===== config.mk =====
export PLATFORM = sky130hd
export DESIGN_NAME = nextpc_link
export DESIGN_NICKNAME = d
export VERILOG_FILES = /design/src/rtl/nextpc_pkg.sv /design/src/rtl/nextpc_ctrl.sv /design/src/rtl/nextpc_path.sv /design/src/rtl/nextpc_link.sv
export SDC_FILE = /design/constraint.sdc
export NUM_CORES = 1
export LEC_CHECK = 0
export BUFFER_PORTS_ARGS = -buffer_cell sky130_fd_sc_hd__buf_2
export CAP_MARGIN = 20
export CORE_UTILIZATION = 30
export DETAILED_ROUTE_END_ITERATION = 12
export MAX_ROUTING_LAYER = met4
export PLACE_DENSITY_LB_ADDON = 0.12
export SLEW_MARGIN = 20
export SYNTH_ARGS = -nofsm -noshare
export SYNTH_HDL_FRONTEND = slang
export SYNTH_SLANG_ARGS = --single-unit

===== constraint.sdc =====
create_clock -name clk -period 5.8 [get_ports clk]
set_input_delay 0 -clock clk [delete_from_list [all_inputs] [get_ports clk]]
set_output_delay 0 -clock clk [all_outputs]
set_load 0.02 [all_outputs]

===== src/rtl/nextpc_pkg.sv =====
package nextpc_pkg;
  typedef struct packed {
    logic advance;    // sequential step
    logic capture;    // latch destination into pending register
    logic redirect;   // load pending destination into PC
    logic writeLink;  // latch link value
    logic selRet;     // destination from return register
    logic selAbs;     // absolute destination
  } pcCtrl_t;
endpackage


===== src/rtl/nextpc_ctrl.sv =====
module nextpc_ctrl
  import nextpc_pkg::*;
(
  input  logic    clk,
  input  logic    rst,
  input  logic    stepEn,
  input  logic    branchReq,
  input  logic    callReq,
  input  logic    retReq,
  input  logic    taken,
  input  logic    absMode,
  output pcCtrl_t ctrl,
  output logic    linkWe
);
  logic pendValid;
  logic anyReq;
  logic accept;

  assign anyReq = retReq | callReq | (branchReq & taken);
  assign accept = stepEn & ~pendValid & anyReq;

  always_comb begin
    ctrl           = '0;
    ctrl.advance   = stepEn & ~pendValid;
    ctrl.capture   = accept;
    ctrl.redirect  = stepEn & pendValid;
    ctrl.writeLink = accept & callReq & ~retReq;
    ctrl.selRet    = retReq;
    ctrl.selAbs    = absMode;
  end

  always_ff @(posedge clk) begin
    if (rst) begin
      pendValid <= 1'b0;
      linkWe    <= 1'b0;
    end else begin
      linkWe <= ctrl.writeLink;
      if (ctrl.capture)
        pendValid <= 1'b1;
      else if (ctrl.redirect)
        pendValid <= 1'b0;
    end
  end
endmodule


===== src/rtl/nextpc_path.sv =====
module nextpc_path
  import nextpc_pkg::*;
#(
  parameter int XLEN = 32,
  parameter int OFS_W = 16,
  parameter logic [XLEN-1:0] RESET_PC = '0
) (
  input  logic            clk,
  input  logic            rst,
  input  pcCtrl_t         ctrl,
  input  logic [XLEN-1:0] targetIn,
  input  logic [XLEN-1:0] retAddr,
  output logic [XLEN-1:0] fetchPc,
  output logic [XLEN-1:0] linkData
);
  localparam int INST_BYTES = 4;
  localparam int WORD_SHIFT = $clog2(INST_BYTES);

  logic [XLEN-1:0] pcQ, tgtQ, linkQ;
  logic [XLEN-1:0] seqPc, ofsExt, ofsBytes, relTgt, dest;

  generate
    if (OFS_W < XLEN) begin : g_sext
      assign ofsExt = {{(XLEN-OFS_W){targetIn[OFS_W-1]}}, targetIn[OFS_W-1:0]};
    end else begin : g_full
      assign ofsExt = targetIn;
    end
  endgenerate

  assign seqPc    = pcQ + XLEN'(INST_BYTES);
  assign ofsBytes = ofsExt << WORD_SHIFT;
  assign relTgt   = seqPc + ofsBytes;
  assign dest     = ctrl.selRet ? retAddr : (ctrl.selAbs ? targetIn : relTgt);

  always_ff @(posedge clk) begin
    if (rst) begin
      pcQ   <= RESET_PC;
      tgtQ  <= '0;
      linkQ <= '0;
    end else begin
      if (ctrl.redirect)
        pcQ <= tgtQ;
      else if (ctrl.advance)
        pcQ <= seqPc;
      if (ctrl.capture)
        tgtQ <= dest;
      if (ctrl.writeLink)
        linkQ <= seqPc + XLEN'(INST_BYTES);
    end
  end

  assign fetchPc  = pcQ;
  assign linkData = linkQ;
endmodule


===== src/rtl/nextpc_link.sv =====
module nextpc_link
  import nextpc_pkg::*;
#(
  parameter int XLEN = 32,
  parameter int OFS_W = 16
) (
  input  logic            clk,
  input  logic            rst,
  input  logic            stepEn,
  input  logic            branchReq,
  input  logic            callReq,
  input  logic            retReq,
  input  logic            taken,
  input  logic            absMode,
  input  logic [XLEN-1:0] targetIn,
  input  logic [XLEN-1:0] retAddr,
  output logic [XLEN-1:0] fetchPc,
  output logic [XLEN-1:0] linkData,
  output logic            linkWe
);
  pcCtrl_t ctrl;

  nextpc_ctrl u_ctrl (
    .clk(clk), .rst(rst), .stepEn(stepEn),
    .branchReq(branchReq), .callReq(callReq), .retReq(retReq),
    .taken(taken), .absMode(absMode),
    .ctrl(ctrl), .linkWe(linkWe)
  );

  nextpc_path #(.XLEN(XLEN), .OFS_W(OFS_W), .RESET_PC('0)) u_path (
    .clk(clk), .rst(rst), .ctrl(ctrl),
    .targetIn(targetIn), .retAddr(retAddr),
    .fetchPc(fetchPc), .linkData(linkData)
  );
endmodule


==> flow_summary.ini, run 1 <==
[routing]
wl_per_cell_um = 18.5
drc = 0
drt_iter0_drc = 564
vias_per_cell = 5.28
drtPass1Iterations = 5
antenna_left = 0
vias = 7497
finalWirelength_mm = 26.3

[cts]
htreeDepth = 3
cts_tree = yes
cts_hold_buffers = 20
cts_made_buffers = 9
cts_sinks = 98
post_cts_buffers = 0
clock_latency_ns = 0.35
clock_path_buffers = 2
path_clk_slew_ns = 0.08
post_cts_resized = 0
cts_root_buf = clkbuf_16

[placed_design]
gp_congestion = 0.880
place.port_buffers = 136
dp_slack_ns = 0.867
dpl.hpwl_mm = 20.1
place_area_mm2 = 0.00832

[die]
die-area_mm2 = 0.0253
start_util_pct = 30.5
fp.dieH_um = 159
rows = 57
die_w_um = 159
io_pins = 137
coreArea_mm2 = 0.0242

[timing]
skew_ns = 0.0119
hold_viol = 0
setup_viol = 0
relSlewSlack_pct = 31.3
fin_ws_ns = 0.802
fin_crit_ns = 5.00
tightest_slew_ns = 1.03
period_share_pct = 86.2
grt_setup_unrepaired = false
totalNegativeSetupSlack_ns = 0
fmax_mhz = 200
finalMaxSlewViolations = 0

[cells_and_area]
num-nets-final = 1202
n_antenna_cell = 0
drive_gt1_share_pct = 17.8
final_common_cell = nand2_1
layout-area-overhead-vs-synth_pct = 19.5
postLayoutCellArea_mm2 = 0.00884
final_cell_mix = nand2_1, buf_2, dfxtp_1
final_util_pct = 36.5

[setup_path]
path_max_fanout = 13
start_kind = flop
cp-end-kind = flop
crit_type = flop to flop
arrival_ns = 5.25
cp.required_ns = 6.05

[pwr]
p_int_mw = 1.22
p_per_area_mw_per_mm2 = 198
clkPwrFrac_pct = 39.3
p_leak_nw = 3.79
ir_drop_mv = 0.0992
pwr-share-comb_pct = 18.8
switching_share_pct = 30.3
fin_total_pwr_mw = 1.75
p_seq_share_pct = 41.9
p_switching_mw = 0.530

[synthesis]
ys_async_sr_fraction_pct = 0
synth_seq_cells = 98
ys_seq_area_share_pct = 26.5
avgSynthCellArea_um2 = 7.58
synth_area_leaders = dfxtp_1, nand2_1, ha_1
synth_top_area_cell = dfxtp_1
synth-main-ff-cell = dfxtp_1
synthCells = 977
syn-cell-area_mm2 = 0.00740
synthDistinctLibCells = 75
synth_top_area_share_pct = 26.5
synth_edf_count = 0
yosysWarnings = 0
syn_nets = 1087

[hold_path]
hp-class = input port to flop

[global_routing]
grt_overflow = 0
grt_pass1_vias = 6893
grt_max_degree = 54
antenna_found_initial = 0
grt_first_pass_wirelength_mm = 41.2
grt.total_usage_pct = 21.3

[outcome]
status = complete, no violations

[flow_run]
cap_violations = 0
[cells in the mapped netlist, types with 12 or more instances]
library cell / n
a211oi_1: 15
a21o_1: 14
a21oi_1: 78
a221oi_1: 14
and3_1: 17
buf_2: 12
clkbuf_1: 49
dfxtp_1: 98
ha_1: 37
inv_1: 25
mux2i_1: 28
nand2_1: 147
nand3_1: 40
nand4_1: 13
nor2_1: 71
nor3_1: 19
o211ai_1: 20
o21ai_0: 51
or3_1: 14
xnor2_1: 37
xor2_1: 21
[power groups by stage]
stage          registers, mW  clock network (mW)  logic (mW)
6_report               0.734               0.689       0.330
5_1_grt                0.738               0.730       0.368
4_1_cts                0.733               0.709       0.331
3_5_place_dp           0.749                   0       0.319
3_3_place_gp           0.749                   0       0.322
2_1_floorplan          0.738                   0       0.212
[cell families after synthesis]
logic type | after synthesis | share of synthesized area (%)
flip-flops | 98 | 26.5
AO/OA/AOI/OAI | 264 | 23.1
buffers and inverters | 91 | 4.97
multiplexers | 37 | 5.16
XOR/XNOR | 60 | 7.45
AND/OR/NAND/NOR | 389 | 26.3
adder cells (fa/ha/maj) | 38 | 6.52
[stage by stage]
| step | instances | hold slack, ns |
|---|---|---|
| 2_1_floorplan | 977 | 0.138 |
| 3_3_place_gp | 1385 | 0.246 |
| 3_5_place_dp | 1385 | 0.253 |
| 4_1_cts | 1421 | 0.00165 |
| 5_1_grt | 1421 | 0.00917 |
| 6_report | 1421 | 0.00958 |
[flip-flops by register name, indices dropped and copies added (netlist names)]
| register | count |
|---|---|
| u_path.tgtQ | 32 |
| u_ctrl.linkWe | 1 |
| u_path.linkData | 32 |
| u_path.fetchPc | 32 |
| u_ctrl.pendValid | 1 |
[layout make-up]
type	instances	area (um2)
Tap cell	324	405
Clock buffer	11	243
Inverter	26	97.6
Multi-Input combinational cell	788	5070
Sequential cell	98	1960
Timing Repair Buffer	169	978
Clock inverter	5	86.3
Fill cell	2689	15400
[final timing paths]
path                        from             endpoint  slack [ns]  cells after the start
max            u_path.fetchPc[2]      u_path.tgtQ[25]        0.80                     12
min                   retAddr[7]       u_path.tgtQ[7]        0.01                      3
max reg2reg    u_path.fetchPc[2]      u_path.tgtQ[25]        0.80                     12
min reg2reg  u_path.linkData[15]  u_path.linkData[15]        0.45                      2
[critical path, cell delays in order, from the launching register on]
cell and delay (ns):
dfxtp_1 0.58, ha_1 0.32, nand3_1 0.37, nor4_1 0.66, nand4_1 0.18, xor2_1 0.61, inv_1 0.12, ha_1 0.37
a21o_1 0.19, a21o_1 0.17, a221oi_1 0.74, o31ai_1 0.22, o41ai_1 0.34
[layer usage]
layer  part of all wire [%]  routed length [um]  track usage [%]  vias to the layer above
met1                     54               14200             32.5                     3506
met4                    1.4                 359             5.03                        0
met3                    3.5                 910             2.16                       22
li1                       -                   -                -                     3806
met2                     41               10800             29.4                      163
met5                      0                   0                -                        -
Power figures use the tool's default switching activity.
==> inputs of run 2 (changes only) <==
--- a/config.mk
+++ b/config.mk
@@ -9,6 +9,7 @@
 export CAP_MARGIN = 20
 export CORE_UTILIZATION = 30
 export DETAILED_ROUTE_END_ITERATION = 12
+export HOLD_SLACK_MARGIN = 0.05
 export MAX_ROUTING_LAYER = met4
 export PLACE_DENSITY_LB_ADDON = 0.12
 export SLEW_MARGIN = 20
==> run 2 against run 1 <==
Global-route usage is 0.075 points higher. Non-clock buffer count is 8 higher. Clock-buffer cell count stayed put. Setup slack worse by 0.16 ns. Cell count is 0.56% higher. Sequential cell count stayed put. Clock skew hardly changed. Combinational power is 2% higher. Core utilization is 0.33 points higher. Via count is 0.36% higher. Largest cell class unchanged.
==> flow_summary.ini, run 2 (same netlist as run 1, synthesis figures left out) <==
[outcome]
status = complete, no violations

[cells_and_area]
drive_gt1_share_pct = 17.6
num-nets-final = 1210
layout-area-overhead-vs-synth_pct = 20.6
final_cell_mix = nand2_1, buf_2, dfxtp_1
finalNonFillerCells = 1429
final_common_cell = nand2_1
final_util_pct = 36.8
n_antenna_cell = 0

[pwr]
ir_drop_mv = 0.0984
p_leak_nw = 3.83
p_per_area_mw_per_mm2 = 197

[global_routing]
grt_first_pass_wirelength_mm = 41.4
antenna_found_initial = 0
grt_overflow = 0
grt_pass1_vias = 6961
grt_max_degree = 54
grt.total_usage_pct = 21.4

[placed_design]
dp.cells = 1385
dp_slack_ns = 0.867
place.port_buffers = 136
gp_congestion = 0.880
dpl.hpwl_mm = 20.1

[timing]
tightest_slew_ns = 1.05
relSlewSlack_pct = 29.5
whs_ns = 0.0642
grt_setup_unrepaired = false
fin_crit_ns = 5.16
totalNegativeSetupSlack_ns = 0
setup_viol = 0
fmax_mhz = 194
fin_ws_ns = 0.644
period_share_pct = 88.9
hold_viol = 0
finalMaxSlewViolations = 0
skew_ns = 0.0117

[setup_path]
crit_type = flop to flop
cp-end-kind = flop
cp.required_ns = 6.10
path_max_fanout = 13
start_kind = flop
arrival_ns = 5.45

[cts]
path_clk_slew_ns = 0.08
cts_root_buf = clkbuf_16
cts_tree = yes
clock_latency_ns = 0.35
cts_made_buffers = 9
clock_path_buffers = 2
cts_sinks = 98
htreeDepth = 3

[die]
io_pins = 137
die-area_mm2 = 0.0253
coreArea_mm2 = 0.0242
die_w_um = 159
rows = 57
start_util_pct = 30.5
fp.dieH_um = 159

[routing]
antenna_left = 0
finalWirelength_mm = 26.3
drc = 0
vias = 7524
drt_iter0_drc = 544
drtPass1Iterations = 5
wl_per_cell_um = 18.4
vias_per_cell = 5.27

[flow_run]
cap_violations = 0

[hold_path]
hp-class = input port to flop
[run 2: cell count changes in the layout (fill, tap and decap cells not counted), sizes merged]
cell / delta
dlygate4sd3: +8
[run 2: stage by stage]
| stage | cell area (um2) | total power, mW |
|---|---|---|
| after floorplan | 7400 | 0.950 |
| after global placement | 8320 | 1.07 |
| after detailed placement | 8320 | 1.07 |
| after CTS | 8920 | 1.78 |
| after global routing | 8920 | 1.84 |
| final | 8920 | 1.76 |
[run 2: layout make-up]
cell class                      instances  area, um2
Tap cell                              324        405
Clock buffer                           11        243
Multi-Input combinational cell        788       5070
Fill cell                            2691      15300
Timing Repair Buffer                  177       1060
Inverter                               26       97.6
Clock inverter                          5       86.3
Sequential cell                        98       1960
[run 2: metal layers]
| metal | routed length [um] | global-route usage (%) | up-vias | part of all wire, % |
|---|---|---|---|---|
| li1 | - | - | 3810 | - |
| met2 | 10800 | 29.5 | 223 | 41 |
| met3 | 1190 | 2.16 | 24 | 4.5 |
| met1 | 13900 | 32.5 | 3467 | 53 |
| met5 | 0 | - | - | 0 |
| met4 | 397 | 5.29 | 0 | 1.5 |
[run 2: final timing paths]
check	from	endpoint	slack, ns	cells past startpoint
setup / recovery	u_path.fetchPc[2]	u_path.tgtQ[30]	0.64	15
hold / removal	retAddr[28]	u_path.tgtQ[28]	0.06	5
setup reg to reg	u_path.fetchPc[2]	u_path.tgtQ[30]	0.64	15
hold reg to reg	u_path.linkData[15]	u_path.linkData[15]	0.45	2
[run 2: what timing repair did]
action	in CTS	in global routing
buffers inserted	0	0
hold buffers	28	0
resized for setup	0	0
hold endpoints to repair	25	0
[run 2: where the power goes]
part | switching, mW | internal (mW) | leakage, nW
Combinational | 0.202 | 0.133 | 2.88
Clock | 0.295 | 0.394 | 0.154
Sequential | 0.0342 | 0.700 | 0.797
Total | 0.531 | 1.23 | 3.83
[run 2: critical path, cell delays in order, from the launching register on]
cell           delay (ns)
dfxtp_1              0.58
ha_1                 0.32
nand3_1              0.38
nor4_1               0.66
nand4_1              0.18
xor2_1               0.61
inv_1                0.12
ha_1                 0.26
a21o_1               0.21
nand2b_1             0.16
a211oi_1             0.32
nor3_1               0.13
a31oi_1              0.22
xor2_1               0.11
o41ai_1              0.23
dlygate4sd3_1        0.58
==> inputs of run 3 (changes only) <==
--- a/config.mk
+++ b/config.mk
@@ -8,11 +8,10 @@
 export BUFFER_PORTS_ARGS = -buffer_cell sky130_fd_sc_hd__buf_2
 export CAP_MARGIN = 20
 export CORE_UTILIZATION = 30
+export CTS_CLUSTER_SIZE = 28
 export DETAILED_ROUTE_END_ITERATION = 12
 export HOLD_SLACK_MARGIN = 0.05
-export MAX_ROUTING_LAYER = met4
 export PLACE_DENSITY_LB_ADDON = 0.12
-export SLEW_MARGIN = 20
 export SYNTH_ARGS = -nofsm -noshare
 export SYNTH_HDL_FRONTEND = slang
 export SYNTH_SLANG_ARGS = --single-unit
==> run 3 against run 2 <==
Sequential cell count did not move. Global-route usage fell by 0.63 points. Clock power barely moved.
==> flow_summary.ini, run 3 (same netlist as run 1, synthesis figures left out) <==
[pwr]
p_leak_nw = 3.84
p_per_area_mw_per_mm2 = 197
fin_total_pwr_mw = 1.76
ir_drop_mv = 0.109

[timing]
relSlewSlack_pct = 42.7
whs_ns = 0.0710
fmax_mhz = 204
totalNegativeSetupSlack_ns = 0
fin_ws_ns = 0.902
skew_ns = 0.0120
fin_crit_ns = 4.90
period_share_pct = 84.4
grt_setup_unrepaired = false
hold_viol = 0
tightest_slew_ns = 0.854
finalMaxSlewViolations = 0
setup_viol = 0

[placed_design]
dp_slack_ns = 1.04
gp_congestion = 0.877
dp.cells = 1384
dpl.hpwl_mm = 20.0
place_area_mm2 = 0.00831
place.port_buffers = 136

[cts]
cts_sinks = 98
post_cts_resized = 0
clock_latency_ns = 0.36
cts_made_buffers = 9
cts_root_buf = clkbuf_16
path_clk_slew_ns = 0.08
htreeDepth = 3
clock_path_buffers = 2
cts_tree = yes

[cells_and_area]
finalNonFillerCells = 1431
postLayoutCellArea_mm2 = 0.00894
layout-area-overhead-vs-synth_pct = 20.8
final_common_cell = nand2_1
num-nets-final = 1212
final_cell_mix = nand2_1, buf_2, dfxtp_1
final_util_pct = 36.9
n_antenna_cell = 0
drive_gt1_share_pct = 17.7

[setup_path]
worst-path-stages = 16
crit_path_cell_trace = ha_1, nand3_1, or2_2, o21ai_0, nor2b_1, inv_1, ha_1, a21o_1, a211oi_1, o21ai_0, a211oi_1, nor3_1, a31oi_1, xor2_1, o41ai_1, dlygate4sd3_1
crit_type = flop to flop
ff2ff_path_depth = 16
crit_start = u_path.fetchPc[2]
rr_endpoint = u_path.tgtQ[30]
cp_slowest_stage_delay_ns = 0.60
worstReg2RegStart = u_path.fetchPc[2]
cp-end-kind = flop
cp.required_ns = 6.10
cpMaxStageDelayCell = dlygate4sd3_1
worstSetupEndpoint = u_path.tgtQ[30]
path_buf_inv = 2
arrival_ns = 5.20
worst-r2r-setup-slack_ns = 0.90
path_max_fanout = 13
start_kind = flop
cpLargestDelayFamily = compound AO/OA/AOI/OAI gates

[global_routing]
grt.total_usage_pct = 20.7
grt_pass1_vias = 7028
antenna_found_initial = 0
grt_max_degree = 54
grt_first_pass_wirelength_mm = 41.4
grt_overflow = 0

[routing]
vias = 7548
drc = 0
finalWirelength_mm = 26.5
antenna_left = 0
drt_iter0_drc = 577
drtPass1Iterations = 5
wl_per_cell_um = 18.5
vias_per_cell = 5.27

[flow_run]
cap_violations = 0

[hold_path]
min-delay-start = targetIn[29]
hp-class = input port to flop

[die]
die_w_um = 159
die-area_mm2 = 0.0253
coreArea_mm2 = 0.0242
rows = 57
fp.dieH_um = 159
start_util_pct = 30.5
io_pins = 137

[outcome]
status = complete, no violations
## run 3: changes by cell type in the layout (fill, tap and decap cells not counted), sizes merged
| cell | previous run | this run |
|---|---|---|
| inv | 26 | 30 |
| clkbuf | 11 | 9 |
| dlygate4sd3 | 28 | 30 |
| clkinvlp | 2 | 0 |
## run 3: repair_timing
action	CTS	global route
hold buffers	30	0
endpoints found under the hold margin	26	0
buffers inserted	0	0
## run 3: worst min-delay path by stage
stage / end / slack (ns) / depth (start not counted)
2_1_floorplan: u_path.tgtQ[28] / 0.14 / 2
3_3_place_gp: u_path.tgtQ[28] / 0.24 / 3
3_5_place_dp: u_path.tgtQ[28] / 0.25 / 3
4_1_cts: u_path.tgtQ[29] / 0.05 / 4
5_1_grt: u_path.tgtQ[29] / 0.07 / 4
6_report: u_path.tgtQ[29] / 0.07 / 4
## run 3: metal layers
metal | share of wire (%) | wire [um] | GRT usage, %
met1 | 52 | 13800 | 32.0
met2 | 42 | 11100 | 30.2
met3 | 4.8 | 1270 | 2.50
met4 | 1.1 | 291 | 4.50
met5 | 0 | 0 | 0
## run 3: cell type report
class,instances,area (um2)
Inverter,26,97.6
Tap cell,324,405
Clock inverter,7,104
Multi-Input combinational cell,788,5070
Sequential cell,98,1960
Clock buffer,9,225
Fill cell,2682,15300
Timing Repair Buffer,179,1080
## run 3: worst register-to-register path: cells and delay by family, from the launching register on
kind	cells	cell delay, ns
AOI/OAI and AO/OA	7	1.56
and+or+nand+nor	4	1.29
buffers and inverters	2	0.73
DFF	1	0.59
adders and majority gates	2	0.56
xor gates and xnor gates	1	0.11
## run 3: power by group
group / switching [mW] / internal (mW) / total [mW]
Clock: 0.304 / 0.387 / 0.691
Sequential: 0.0343 / 0.700 / 0.734
Combinational: 0.203 / 0.134 / 0.337
